$ cat src/rtl/halfNarrowPkg.sv
package halfNarrowPkg;
  localparam int SP_W      = 32;
  localparam int SP_EXP_W  = 8;
  localparam int SP_MAN_W  = 23;
  localparam int SP_BIAS   = 127;
  localparam int HP_W      = 16;
  localparam int HP_EXP_W  = 5;
  localparam int HP_MAN_W  = 10;
  localparam int HP_BIAS   = 15;
  localparam int SIG_W     = SP_MAN_W + 1;
  localparam int DROP_NORM = SP_MAN_W - HP_MAN_W;
  localparam int SHIFT_MAX = SIG_W + 1;
  localparam int LEAD_W    = $clog2(SIG_W);
  localparam int EXP_E_W   = SP_EXP_W + 2;

  typedef struct packed {
    logic load1;
    logic load2;
  } pipeStrobe_t;

  typedef struct packed {
    logic                sign;
    logic                isNan;
    logic                isOvf;
    logic                isZeroOut;
    logic [HP_W-2:0]     mag;
    logic [SP_W-1:0]     raw;
    logic                residNeg;
    logic [SIG_W-1:0]    residMag;
    logic [SP_EXP_W-1:0] residExpBase;
  } stage1_t;
endpackage

$ cat src/rtl/halfNarrowCtrl.sv
module halfNarrowCtrl
  import halfNarrowPkg::*;
(
  input  logic        clk,
  input  logic        rstN,
  input  logic        inValid,
  input  logic        outReady,
  output logic        inReady,
  output logic        outValid,
  output pipeStrobe_t strobe
);
  logic valid1;
  logic valid2;
  logic advance;

  assign advance  = !valid2 || outReady;
  assign inReady  = advance;
  assign outValid = valid2;

  always_comb begin
    strobe.load1 = advance && inValid;
    strobe.load2 = advance && valid1;
  end

  always_ff @(posedge clk) begin
    if (!rstN) begin
      valid1 <= 1'b0;
      valid2 <= 1'b0;
    end else if (advance) begin
      valid1 <= inValid;
      valid2 <= valid1;
    end
  end
endmodule

$ cat src/rtl/halfNarrowDatapath.sv
module halfNarrowDatapath
  import halfNarrowPkg::*;
(
  input  logic            clk,
  input  logic            rstN,
  input  pipeStrobe_t     strobe,
  input  logic [SP_W-1:0] inData,
  output logic [HP_W-1:0] outHalf,
  output logic [SP_W-1:0] outResidual,
  output logic            outOverflow,
  output logic            outInvalid
);
  localparam logic signed [EXP_E_W-1:0] MIN_NORM_E = EXP_E_W'(1 - HP_BIAS);
  localparam logic signed [EXP_E_W-1:0] SP_BIAS_S  = EXP_E_W'(SP_BIAS);
  localparam logic signed [EXP_E_W-1:0] FLUSH_E    = EXP_E_W'(-(SHIFT_MAX + 1));
  localparam logic signed [EXP_E_W-1:0] MAN_SHIFT  = EXP_E_W'(HP_MAN_W);
  localparam logic signed [EXP_E_W-1:0] RES_OFFS   = EXP_E_W'(SP_BIAS - SIG_W);
  localparam int MAG_W = 2 * SIG_W;
  localparam logic [MAG_W-1:0] INF_MAG = MAG_W'(((1 << HP_EXP_W) - 1) << HP_MAN_W);
  localparam logic [HP_W-2:0] INF_CODE = (HP_W-1)'(((1 << HP_EXP_W) - 1) << HP_MAN_W);
  localparam logic [HP_W-2:0] QNAN_CODE = INF_CODE | (HP_W-1)'(1 << (HP_MAN_W - 1));

  // ---------------- stage 1: classify, align, round ----------------
  logic                       sign;
  logic [SP_EXP_W-1:0]        expF;
  logic [SP_MAN_W-1:0]        man;
  logic                       nanIn;
  logic                       infIn;
  logic signed [EXP_E_W-1:0]  eUnb;
  logic signed [EXP_E_W-1:0]  qExp;
  logic [$clog2(SHIFT_MAX+1)-1:0] shAmt;
  logic [SIG_W-1:0]           sig;
  logic [2*SIG_W-1:0]         wide;
  logic [SIG_W-1:0]           kept;
  logic                       guardBit;
  logic                       stickyBit;
  logic                       roundUp;
  logic [SIG_W-1:0]           rnd;
  logic [EXP_E_W-1:0]         hpExpBase;
  logic [MAG_W-1:0]           magWide;
  logic [SIG_W-1:0]           residLow;
  stage1_t                    s1D;
  stage1_t                    s1Q;

  always_comb begin
    sign  = inData[SP_W-1];
    expF  = inData[SP_W-2 -: SP_EXP_W];
    man   = inData[SP_MAN_W-1:0];
    nanIn = (&expF) && (|man);
    infIn = (&expF) && !(|man);
    eUnb  = $signed({2'b00, expF}) - SP_BIAS_S;
    sig   = {|expF, man};

    if (eUnb >= MIN_NORM_E) begin
      shAmt     = ($clog2(SHIFT_MAX+1))'(DROP_NORM);
      hpExpBase = EXP_E_W'(eUnb - MIN_NORM_E);
      qExp      = eUnb - MAN_SHIFT;
    end else begin
      if (eUnb <= FLUSH_E) shAmt = ($clog2(SHIFT_MAX+1))'(SHIFT_MAX);
      else                 shAmt = ($clog2(SHIFT_MAX+1))'(-eUnb - 1);
      hpExpBase = '0;
      qExp      = MIN_NORM_E - MAN_SHIFT;
    end

    wide      = {sig, {SIG_W{1'b0}}} >> shAmt;
    kept      = wide[2*SIG_W-1:SIG_W];
    residLow  = wide[SIG_W-1:0];
    guardBit  = residLow[SIG_W-1];
    stickyBit = |residLow[SIG_W-2:0];
    roundUp   = guardBit && (stickyBit || kept[0]);
    rnd       = kept + SIG_W'(roundUp);
    magWide   = (MAG_W'(hpExpBase) << HP_MAN_W) + MAG_W'(rnd);

    s1D.sign         = sign;
    s1D.isNan        = nanIn;
    s1D.isOvf        = !nanIn && (infIn || (magWide >= INF_MAG));
    s1D.isZeroOut    = (rnd == '0);
    s1D.mag          = magWide[HP_W-2:0];
    s1D.raw          = inData;
    s1D.residNeg     = sign ^ roundUp;
    s1D.residMag     = roundUp ? (~residLow + SIG_W'(1)) : residLow;
    s1D.residExpBase = SP_EXP_W'(qExp + RES_OFFS);
  end

  always_ff @(posedge clk) begin
    if (!rstN)             s1Q <= '0;
    else if (strobe.load1) s1Q <= s1D;
  end

  // ---------------- stage 2: normalise residual, select ----------------
  logic [LEAD_W-1:0]    lead;
  logic [SP_MAN_W-1:0]  resMan;
  logic [SP_EXP_W-1:0]  resExp;
  logic [SP_W-1:0]      residD;
  logic [HP_W-1:0]      halfD;

  always_comb begin
    lead = '0;
    for (int i = 0; i < SIG_W; i++) begin
      if (s1Q.residMag[i]) lead = LEAD_W'(i);
    end
    resMan = SP_MAN_W'(s1Q.residMag << (LEAD_W'(SIG_W - 1) - lead));
    resExp = s1Q.residExpBase + SP_EXP_W'(lead);

    if (s1Q.isNan || s1Q.isOvf)  residD = '0;
    else if (s1Q.isZeroOut)      residD = s1Q.raw;
    else if (s1Q.residMag == '0) residD = '0;
    else                         residD = {s1Q.residNeg, resExp, resMan};

    if (s1Q.isNan)      halfD = {s1Q.sign, QNAN_CODE};
    else if (s1Q.isOvf) halfD = {s1Q.sign, INF_CODE};
    else                halfD = {s1Q.sign, s1Q.mag};
  end

  always_ff @(posedge clk) begin
    if (!rstN) begin
      outHalf     <= '0;
      outResidual <= '0;
      outOverflow <= 1'b0;
      outInvalid  <= 1'b0;
    end else if (strobe.load2) begin
      outHalf     <= halfD;
      outResidual <= residD;
      outOverflow <= s1Q.isOvf;
      outInvalid  <= s1Q.isNan;
    end
  end
endmodule

$ cat src/rtl/halfNarrowResidual.sv
module halfNarrowResidual
  import halfNarrowPkg::*;
(
  input  logic        clk,
  input  logic        rstN,
  input  logic        inValid,
  output logic        inReady,
  input  logic [31:0] inData,
  output logic        outValid,
  input  logic        outReady,
  output logic [15:0] outHalf,
  output logic [31:0] outResidual,
  output logic        outOverflow,
  output logic        outInvalid
);
  pipeStrobe_t strobe;

  halfNarrowCtrl ctrl_i (
    .clk      (clk),
    .rstN     (rstN),
    .inValid  (inValid),
    .outReady (outReady),
    .inReady  (inReady),
    .outValid (outValid),
    .strobe   (strobe)
  );

  halfNarrowDatapath dp_i (
    .clk         (clk),
    .rstN        (rstN),
    .strobe      (strobe),
    .inData      (inData),
    .outHalf     (outHalf),
    .outResidual (outResidual),
    .outOverflow (outOverflow),
    .outInvalid  (outInvalid)
  );
endmodule

$ cat config.mk
export PLATFORM = sky130hd
export DESIGN_NAME = halfNarrowResidual
export DESIGN_NICKNAME = d
export VERILOG_FILES = /design/src/rtl/halfNarrowPkg.sv /design/src/rtl/halfNarrowCtrl.sv /design/src/rtl/halfNarrowDatapath.sv /design/src/rtl/halfNarrowResidual.sv
export SDC_FILE = /design/constraint.sdc
export NUM_CORES = 1
export LEC_CHECK = 0
export BUFFER_PORTS_ARGS = -buffer_cell sky130_fd_sc_hd__buf_2
export CELL_PAD_IN_SITES_DETAIL_PLACEMENT = 1
export CELL_PAD_IN_SITES_GLOBAL_PLACEMENT = 2
export CORE_MARGIN = 1
export CORE_UTILIZATION = 30
export CTS_CLUSTER_SIZE = 28
export DETAILED_ROUTE_END_ITERATION = 12
export GPL_TIMING_DRIVEN = 0
export PLACE_DENSITY = 0.72
export SLEW_MARGIN = 0
export SYNTH_ARGS = -nofsm -noshare
export SYNTH_HDL_FRONTEND = slang
export SYNTH_SLANG_ARGS = --single-unit
$ cat constraint.sdc
create_clock -name clk -period 21.1 [get_ports clk]
set_clock_uncertainty 0.1 [all_clocks]
set_input_delay 3.165 -clock clk [delete_from_list [all_inputs] [get_ports clk]]
set_output_delay 3.165 -clock clk [all_outputs]
set_load 0.02 [all_outputs]
After elaboration in Yosys (flattened, before gate mapping)
Index checks and enable logic that the tools add are counted.
{"block": "totals", "regBits": 136, "latchBits": 0, "ram_bits": 0, "mem_bits_ro": 0, "input_bits": 36, "out_inout_bits": 52, "elab_cells": 85, "memories": 0}
{"block": "op_classes", "n_addsub": 11, "multipliers": 0, "div": 0, "magnitude_cmp": 3, "n_eq_ne": 0, "shifts": 2, "muxes": 33, "bitwise": 2, "reduce_logical": 19}
{"operator": "$mux W32", "count": 3}
{"operator": "$mux W5", "count": 10}
{"operator": "$ge A48 B15 Y1 const B", "count": 1}
{"operator": "$logic_not A24 Y1", "count": 2}
{"operator": "$shr A48 B5 Y48", "count": 1}
{"operator": "$reduce_or A23 Y1", "count": 2}
{"operator": "$mux W4", "count": 8}
{"operator": "$mux W15", "count": 2}
{"operator": "$add A20 B24 Y25", "count": 1}
{"operator": "$add A24 B1 Y24", "count": 1}
{"operator": "$add A24 B1 Y24 const B", "count": 1}
{"operator": "$mux W24", "count": 1}
{"operator": "$not A24 Y24", "count": 1}
{"operator": "$shl A24 B5 Y23", "count": 1}
{"operator": "$mux W3", "count": 4}
{"operator": "$mux W10", "count": 1}
{"operator": "$sub A9 B5 Y10 const B", "count": 1}
{"operator": "$ge A9 B5 Y1 const B", "count": 1}
{"operator": "$le A9 B6 Y1 const B", "count": 1}
{"operator": "$sub A8 B7 Y9 const B", "count": 1}
{"operator": "$add A8 B5 Y8", "count": 1}
{"operator": "$add A8 B8 Y8 const B", "count": 1}
{"operator": "$mux W8", "count": 1}
{"operator": "$reduce_and A8 Y1", "count": 1}
{"operator": "other kinds (11)", "count": 22}

Depth between registers and ports, before layout
Gate-level depths: netlist of the first run.
{"block": "logic_depth", "depth_word": 28, "ltp_mapped": 30, "depth_no_buf": 26}

Modules after synthesis
A second synthesis of the first run with hierarchy kept.
{"block": "hier_totals", "hier_cells": 1358, "hier_area_um2": 10786.6}
{"mod": "halfNarrowDatapath", "instances": 1, "cells_each": 1348, "area_per_inst_um2": 10689.0, "seq_area_each_um2": 2662.6}
{"mod": "halfNarrowCtrl", "instances": 1, "cells_each": 10, "area_per_inst_um2": 97.6, "seq_area_each_um2": 40.0}

Least setup slack after synthesis of the first run
No wires, ideal clock.
{"block": "synth_timing", "path_type": "input to register", "startpoint": "input inData[23]", "endpoint": "register dp_i.s1Q[81] (netlist name)", "setup_time_ps": 128, "t_arrival_ps": 8729, "required_time_ps": 20872, "path_slack_ps": 12143, "path_stages": 28, "n_path_buf": 4, "cell_sequence": "buf_4 clkinv_1 ha_1 and3b_1 a31o_2 a2111oi_4 nor3_2 o21ai_4 buf_6 buf_2 a21oi_1 a22oi_1 nor2_1 a221oi_2 clkbuf_1 nor2_1 ha_1 nor2b_1 nand4b_1 xor2_1 ha_1 fa_1 a21o_1 o41a_1 o22ai_1 a21oi_1 a21oi_1 nor2_1"}
{"block": "synth_via", "elab_chain_cells": 14, "word_cells_on_any_way": 23, "cone_classes": "add/sub: 6; order compare: 3; shift: 1; mux: 3; reduce/logical: 10"}
{"item": "start: declaration", "line_no": "halfNarrowResidual.sv:8", "rtl": "input logic [31:0] inData,"}
{"item": "$sub A8 B7 Y9", "line_no": "halfNarrowDatapath.sv:51", "rtl": "eUnb = $signed({2'b00, expF}) - SP_BIAS_S;"}
{"item": "$neg A5 Y5", "line_no": "halfNarrowDatapath.sv:60", "rtl": "else shAmt = ($clog2(SHIFT_MAX+1))'(-eUnb - 1);"}
{"item": "$sub A5 B2 Y5", "line_no": "halfNarrowDatapath.sv:60"}
{"item": "$mux W5", "line_no": "halfNarrowDatapath.sv:59", "rtl": "if (eUnb <= FLUSH_E) shAmt = ($clog2(SHIFT_MAX+1))'(SHIFT_MAX);"}
{"item": "$mux W5", "line_no": "halfNarrowDatapath.sv:54", "rtl": "if (eUnb >= MIN_NORM_E) begin"}
{"item": "$shr A48 B5 Y48", "line_no": "halfNarrowDatapath.sv:65", "rtl": "wide = {sig, {SIG_W{1'b0}}} >> shAmt;"}
{"item": "$reduce_or A23 Y1", "line_no": "halfNarrowDatapath.sv:69", "rtl": "stickyBit = |residLow[SIG_W-2:0];"}
{"item": "$logic_or A1 B1 Y1", "line_no": "halfNarrowDatapath.sv:70", "rtl": "roundUp = guardBit && (stickyBit || kept[0]);"}
{"item": "$logic_and A1 B1 Y1", "line_no": "halfNarrowDatapath.sv:70"}
{"item": "$add A24 B1 Y24", "line_no": "halfNarrowDatapath.sv:71", "rtl": "rnd = kept + SIG_W'(roundUp);"}
{"item": "$add A20 B24 Y25", "line_no": "halfNarrowDatapath.sv:72", "rtl": "magWide = (MAG_W'(hpExpBase) << HP_MAN_W) + MAG_W'(rnd);"}
{"item": "$ge A48 B15 Y1", "line_no": "halfNarrowDatapath.sv:76", "rtl": "s1D.isOvf = !nanIn && (infIn || (magWide >= INF_MAG));"}
{"item": "$logic_or A1 B1 Y1", "line_no": "halfNarrowDatapath.sv:76"}
{"item": "$logic_and A1 B1 Y1 (*)", "line_no": "halfNarrowDatapath.sv:76"}
{"item": "end signal: assignment", "line_no": "halfNarrowDatapath.sv:86", "rtl": "if (!rstN) s1Q <= '0;"}
{"item": "end signal: assignment", "line_no": "halfNarrowDatapath.sv:87", "rtl": "else if (strobe.load1) s1Q <= s1D;"}
{"item": "end: declaration", "line_no": "halfNarrowDatapath.sv:43", "rtl": "stage1_t s1Q;"}
Every way passes the cells marked *; elsewhere a longest branch is shown, timed or not.
A chain may end at the register's enable or synchronous reset.

Final worst setup path of the first run
Same ends and word-level chain as after synthesis.

==> results of run 1 <==
==> registers in the layout, indices dropped and copies added (netlist names) <==
signal / cells
dp_i.s1Q: 83
dp_i.outResidual: 32
dp_i.outHalf: 16
ctrl_i.outValid: 1
ctrl_i.valid1: 1
dp_i.outInvalid: 1
dp_i.outOverflow: 1
==> cell usage in the layout, fill, tap and decap left out, types with 11 or more instances in the layout <==
| cell type | instances |
|---|---|
| and2_1 | 13 |
| mux2_2 | 16 |
| nand4_1 | 13 |
| clkbuf_1 | 96 |
| dfxtp_1 | 135 |
| a21oi_1 | 155 |
| inv_1 | 40 |
| a22o_1 | 12 |
| or3_1 | 11 |
| nand2_1 | 195 |
| o31ai_1 | 19 |
| nor4_1 | 21 |
| a211oi_1 | 38 |
| a31oi_1 | 32 |
| mux2i_1 | 28 |
| xnor2_1 | 29 |
| a22oi_1 | 38 |
| nand3_1 | 58 |
| o21ai_0 | 83 |
| nor2_1 | 141 |
| xor2_1 | 20 |
| clkbuf_16 | 17 |
| a21o_1 | 12 |
| nor3_1 | 39 |
| o22ai_1 | 18 |
| a32oi_1 | 11 |
| ha_1 | 24 |
| buf_2 | 85 |
| o211ai_1 | 22 |
| and3_1 | 15 |
==> cell type report <==
cell class	count	area, sq um	area share
plain buffers	140	641	0.0496
clock buffers	18	439	0.0340
clock inverters	14	131	0.0102
inverters	42	158	0.0122
multi-input cells	1256	7860	0.608
flip-flops and latches	135	2700	0.209
well taps	504	631	0.0488
repair buffers	71	358	0.0277
==> how the worst min path moves through the flow <==
stage | from | endpoint | cells after the start
floorplan | dp_i.s1Q[44] | dp_i.s1Q[44] | 2
global placement | dp_i.outResidual[14] | dp_i.outResidual[14] | 2
detailed placement | dp_i.s1Q[44] | dp_i.s1Q[44] | 2
CTS | dp_i.s1Q[44] | dp_i.s1Q[44] | 2
global route | dp_i.s1Q[44] | dp_i.s1Q[44] | 2
finish | dp_i.outInvalid | dp_i.outInvalid | 2
==> routing by layer <==
metal / global-route usage / up-vias
met5: 0 / -
met4: 0.104 / 0
met3: 0.0339 / 104
met2: 0.480 / 485
met1: 0.381 / 6423
li1: - / 6032
==> metrics by stage <==
step | total power [mW] | hold WS (ns) | cells | utilization
2_1_floorplan | 0.590 | 0.331 | 1573 | -
3_3_place_gp | 0.740 | 0.338 | 2147 | 0.335
3_5_place_dp | 0.743 | 0.344 | 2148 | 0.335
4_1_cts | 1.04 | 0.353 | 2180 | 0.350
5_1_grt | 1.09 | 0.379 | 2180 | 0.350
6_report | 1.04 | 0.356 | 2180 | 0.350
==> power groups by stage <==
stage | registers, mW | logic [mW] | clock network [mW]
after floorplan | 0.298 | 0.292 | 0
after global placement | 0.297 | 0.443 | 0
after detailed placement | 0.298 | 0.445 | 0
after global routing | 0.295 | 0.488 | 0.309
after CTS | 0.292 | 0.448 | 0.298
final | 0.293 | 0.455 | 0.294
==> critical path: cells and delay by family <==
kind	cells	cell delay (ns)
AO/OA/AOI/OAI	9	2.48
adder cells (fa/ha/maj)	4	1.41
AND/OR/NAND/NOR	9	1.78
XOR/XNOR	1	0.14
buffers and inverters	6	1.92
==> cell families after synthesis <==
group,count (synthesis)
multiplexers,47
flip-flops,135
XOR/XNOR,50
AO/OA/AOI/OAI,570
other,1
AND/OR/NAND/NOR,555
adder cells (fa/ha/maj),26
buffers and inverters,182
==> flow_summary.json, run 1 <==
{
  "wl_per_cell_microns": 25.6,
  "fillers": 4590,
  "grt_pass1_vias": 12899,
  "antenna_left": 0,
  "crit-reg2reg-launch": "dp_i.s1Q[9]",
  "hold_path.class": "reg2reg",
  "netlist_area_sq_um": 11300,
  "critPathCapture": "dp_i.s1Q[81]",
  "port_buffers": 70,
  "critPathSlowestCell": "a221oi_2",
  "rsz0062_at_grt": "no",
  "cts_tree": "yes",
  "ys.flop_type": "dfxtp_1",
  "area_growth_pct": 14.1,
  "p_seq_frac": 0.281,
  "placed_cell_area_sq_um": 12300,
  "ys_warn_count": 0,
  "hold_viol": 0,
  "max_freq_ghz": 0.0934,
  "drt-total-wl_microns": 55800,
  "r2r-end": "dp_i.outResidual[29]",
  "synth-seq-cells": 135,
  "clk_latency_ns": 0.44,
  "post-dp-hpwl_microns": 44300,
  "cts_resized": 0,
  "worstSetupStartpoint": "inData[23]",
  "die_area_sq_um": 38500,
  "synthXorXnorAreaFrac": 0.0393,
  "layout-drive-gt1-share": 0.120,
  "finalSetupViolCount": 0,
  "cts_inserted_buffers": 17,
  "yosysTopAreaCell": "dfxtp_1",
  "firstDrtPassIters": 6,
  "relSlewSlack": 0.0425,
  "synthMuxAreaShare": 0.0466,
  "grt_pass1_wl_microns": 83800,
  "yosys.area_share.simple": 0.228,
  "rows": 70,
  "routed.top_layer": "met4",
  "synthCells": 1566,
  "vias_per_cell": 5.98,
  "ys_seq_area_frac": 0.239,
  "overflow": 0,
  "grt_start_max_net_pins": 17,
  "yosysMostFrequentCell": "nand2_1",
  "route.detailed.drc": 0,
  "ys_types": 100,
  "htree_levels": 4,
  "cap_violations": 0,
  "post_cts_buffers": 0,
  "clock-sinks": 135,
  "synth_top_area_share": 0.239,
  "track_usage": 0.288,
  "crit_arrival_ns": 10.90,
  "gp_routability_congestion": 0.940,
  "startpoint_type": "input pin",
  "r2r_cells": 25,
  "crit_top_cell": "ha_1",
  "core-area_sq_um": 36900,
  "die_h_microns": 196,
  "first_iter_violations": 1024,
  "swShare": 0.444,
  "num_io_pins": 88,
  "synth_edf_count": 0,
  "worstSetupPathType": "in2reg",
  "wl_met3_microns": 2940,
  "synth_fa_ha_area_frac": 0.0300,
  "cts_hold_buf": 0,
  "synthArstFlopShare": 0,
  "antenna_cells": 0,
  "outcome": "finished, final reports clean",
  "r2r_slack_ns": 16.12,
  "cts_root_buf": "clkbuf_16",
  "start_util": 0.307,
  "synth_compound_area_frac": 0.347,
  "p_clk_frac": 0.282,
  "switchingPower_mw": 0.462,
  "critPathMaxStageDelay_ns": 0.76,
  "vias": 13044,
  "crit_path_end_kind": "register",
  "finalWorstSetupSlack_ns": 10.39,
  "antenna_found_initial": 2,
  "design_area_sq_um": 12900,
  "worst_slew_pin_slew_ns": 1.43,
  "setup-tns-final_ns": 0,
  "syn_area_per_cell_sq_um": 7.23,
  "die_w_microns": 196,
  "drv_slew": 0,
  "wl_met2_microns": 25900,
  "synth_top_family_by_area": "compound AO/OA/AOI/OAI gates",
  "p_comb_frac": 0.437,
  "synth.top_cells.by_area": "dfxtp_1 24%, a21oi_1 6.8%, nand2_1 6.5%, nor2_1 4.7%, o21ai_0 3.7%",
  "clk_pin_slew_worst_paths_ns": 0.06,
  "met1_length_microns": 25100,
  "required_ns": 21.29,
  "synth_commonest_cells": "195 x nand2_1, 155 x a21oi_1, 141 x nor2_1",
  "internal-power_mw": 0.580,
  "worst-path-max-fanout": 10,
  "period_share": 0.508,
  "fin_crit_ns": 10.71,
  "vdd_drop_max_mv": 0.0312,
  "post-place-ws_ns": 10.19,
  "cts.path.max_buffers": 2,
  "p_leak_nw": 4.87,
  "nets": 1725,
  "power_density_nw_per_um2": 80.7
}
No activity file was read; power rests on OpenSTA's default activity.
==> run 2: changes to the inputs <==
PLACE_DENSITY = 0.75   (was 0.72)
clock period = 8.65 ns   (was 21.1 ns; I/O delays follow)
==> run 2 against run 1 <==
Net effect: hold slack got worse by 0.0041 ns; final area rose by 0.30%; cell count barely moved; clock power rose by 150%; combinational power rose by 140%; setup slack got worse by 9.9 ns; sequential power rose by 140%; critical endpoint unchanged; largest cell class unchanged; largest power group unchanged.
==> flow_summary.json, run 2 (synthesis gave the netlist of run 1 again) <==
{
  "antenna_found_initial": 1,
  "grt_pass1_wl_microns": 82800,
  "worst_slew_pin_slew_ns": 1.43,
  "overflow": 0,
  "top_regs": "dp_i.s1Q: 83 flops, dp_i.outResidual: 32 flops, dp_i.outHalf: 16 flops",
  "period_share": 0.949,
  "hold_viol": 0,
  "critPathMaxStageDelay_ns": 0.53,
  "cts_tree": "yes",
  "hold_start": "dp_i.s1Q[44]",
  "post-dp-hpwl_microns": 43000,
  "cap_violations": 0,
  "start_util": 0.307,
  "r2r-end": "dp_i.outResidual[29]",
  "vias": 13092,
  "switchingPower_mw": 1.10,
  "placed_cell_area_sq_um": 12300,
  "p_leak_nw": 4.88,
  "cts_hold_buf": 0,
  "critPathSlowestCell": "ha_1",
  "crit-reg2reg-launch": "dp_i.s1Q[11]",
  "critPathTopFamily": "compound AO/OA/AOI/OAI gates",
  "cp.buffers_inverters": 6,
  "route.detailed.drc": 0,
  "swShare": 0.434,
  "die_area_sq_um": 38500,
  "final_common_cell": "nand2_1",
  "vdd_drop_max_mv": 0.103,
  "max_freq_ghz": 0.122,
  "multi_input_area_sq_um": 7880,
  "startpoint_type": "input pin",
  "outcome": "finished, final reports clean",
  "layout-drive-gt1-share": 0.122,
  "worst-path-max-fanout": 10,
  "htree_levels": 4,
  "core-area_sq_um": 36900,
  "first_iter_violations": 1036,
  "num_io_pins": 88,
  "crit_arrival_ns": 8.48,
  "design_area_sq_um": 13000,
  "hold_path.class": "reg2reg",
  "wl_per_cell_microns": 25.0,
  "r2r_cells": 25,
  "crit_path_end_kind": "register",
  "clk_pin_slew_worst_paths_ns": 0.06,
  "die_h_microns": 196,
  "required_ns": 8.92,
  "cts.path.max_buffers": 2,
  "clk_latency_ns": 0.44,
  "antenna_left": 0,
  "drv_slew": 0,
  "worstSetupPathType": "in2reg",
  "internal-power_mw": 1.44,
  "p_comb_frac": 0.435,
  "port_buffers": 70,
  "rows": 70,
  "crit_top_cell": "a21oi_1",
  "r2r_slack_ns": 3.69,
  "p_seq_frac": 0.281,
  "top_register": "dp_i.s1Q",
  "hold_end": "dp_i.s1Q[44]",
  "nets": 1726,
  "rsz0062_at_grt": "no",
  "clock-sinks": 135,
  "track_usage": 0.283,
  "power_density_nw_per_um2": 196,
  "fin_crit_ns": 8.21,
  "die_w_microns": 196,
  "gp_routability_congestion": 0.960,
  "vias_per_cell": 6.00,
  "relSlewSlack": 0.0426,
  "finalSetupViolCount": 0,
  "fin_hold_ws_ns": 0.352,
  "grt_start_max_net_pins": 17,
  "hold_depth": 2,
  "p_clk_frac": 0.284,
  "fillers": 4608,
  "drt-total-wl_microns": 54500,
  "power_mw": 2.54,
  "cts_root_buf": "clkbuf_16",
  "grt_pass1_vias": 13128,
  "firstDrtPassIters": 5,
  "area_growth_pct": 14.4,
  "seq_area_sq_um": 2700,
  "final_cell_mix": "195 x nand2_1, 155 x a21oi_1, 141 x nor2_1",
  "largest_reg_flops": 83,
  "cts_inserted_buffers": 17
}
-- run 2: cell types whose count changed in the layout (fill, tap and decap cells not counted), sizes merged --
cell | previous run | this run
buf | 113 | 114
diode | 0 | 1
bufinv | 0 | 1
clkinv | 5 | 7
inv | 49 | 46
-- run 2: timing repair --
action                                  4_1_cts  5_1_grt
endpoints found under the setup margin        0        2
resized for setup                             0        7
buffers inserted                              0        1
-- run 2: worst max-delay path by stage --
stage                           from      endpoint  cells past startpoint
after floorplan           inData[23]  dp_i.s1Q[81]                     28
after global placement    inData[23]  dp_i.s1Q[81]                     30
after detailed placement  inData[23]  dp_i.s1Q[81]                     30
after CTS                 inData[23]  dp_i.s1Q[81]                     30
after global routing      inData[23]  dp_i.s1Q[81]                     31
final                     inData[23]  dp_i.s1Q[81]                     30
-- run 2: metal layers --
metal / share of wire / GRT usage / vias to the layer above
met4: 0.036 / 0.110 / 0
met1: 0.46 / 0.375 / 6484
met3: 0.048 / 0.0351 / 125
met2: 0.46 / 0.465 / 484
li1: - / - / 5999
met5: 0 / 0 / -
-- run 2: cell type report --
class                           instances  share of cell area
Timing Repair Buffer                   72              0.0282
Buffer                                140              0.0496
Multi-Input combinational cell       1256               0.608
Clock inverter                         14              0.0105
Tap cell                              504              0.0487
Sequential cell                       135               0.209
Clock buffer                           18              0.0339
Antenna cell                            1            0.000193
Inverter                               42              0.0122
-- run 2: through the flow --
step / std cells / util / setup TNS [ns] / setup slack [ns]
global route: 2182 / 0.351 / 0 / 0.0112
CTS: 2180 / 0.350 / 0 / 0.0548
global placement: 2147 / 0.335 / -0.329 / -0.329
detailed placement: 2148 / 0.335 / -0.423 / -0.388
floorplan: 1573 / - / 0 / 1.56
finish: 2182 / 0.351 / 0 / 0.440
-- run 2: tightest hold or removal path: cells and delay by family, from the launching register on --
family,cells,cell delay (ns)
flops,1,0.30
simple gates,1,0.05
compound gates,1,0.05
-- run 2: power by group through the flow --
stage               combinational [mW]  clock, mW  sequential (mW)
global placement                  1.07          0            0.725
finish                            1.10      0.721            0.715
detailed placement                1.07          0            0.726
global route                      1.19      0.754            0.719
floorplan                        0.712          0            0.727
CTS                               1.08      0.727            0.713
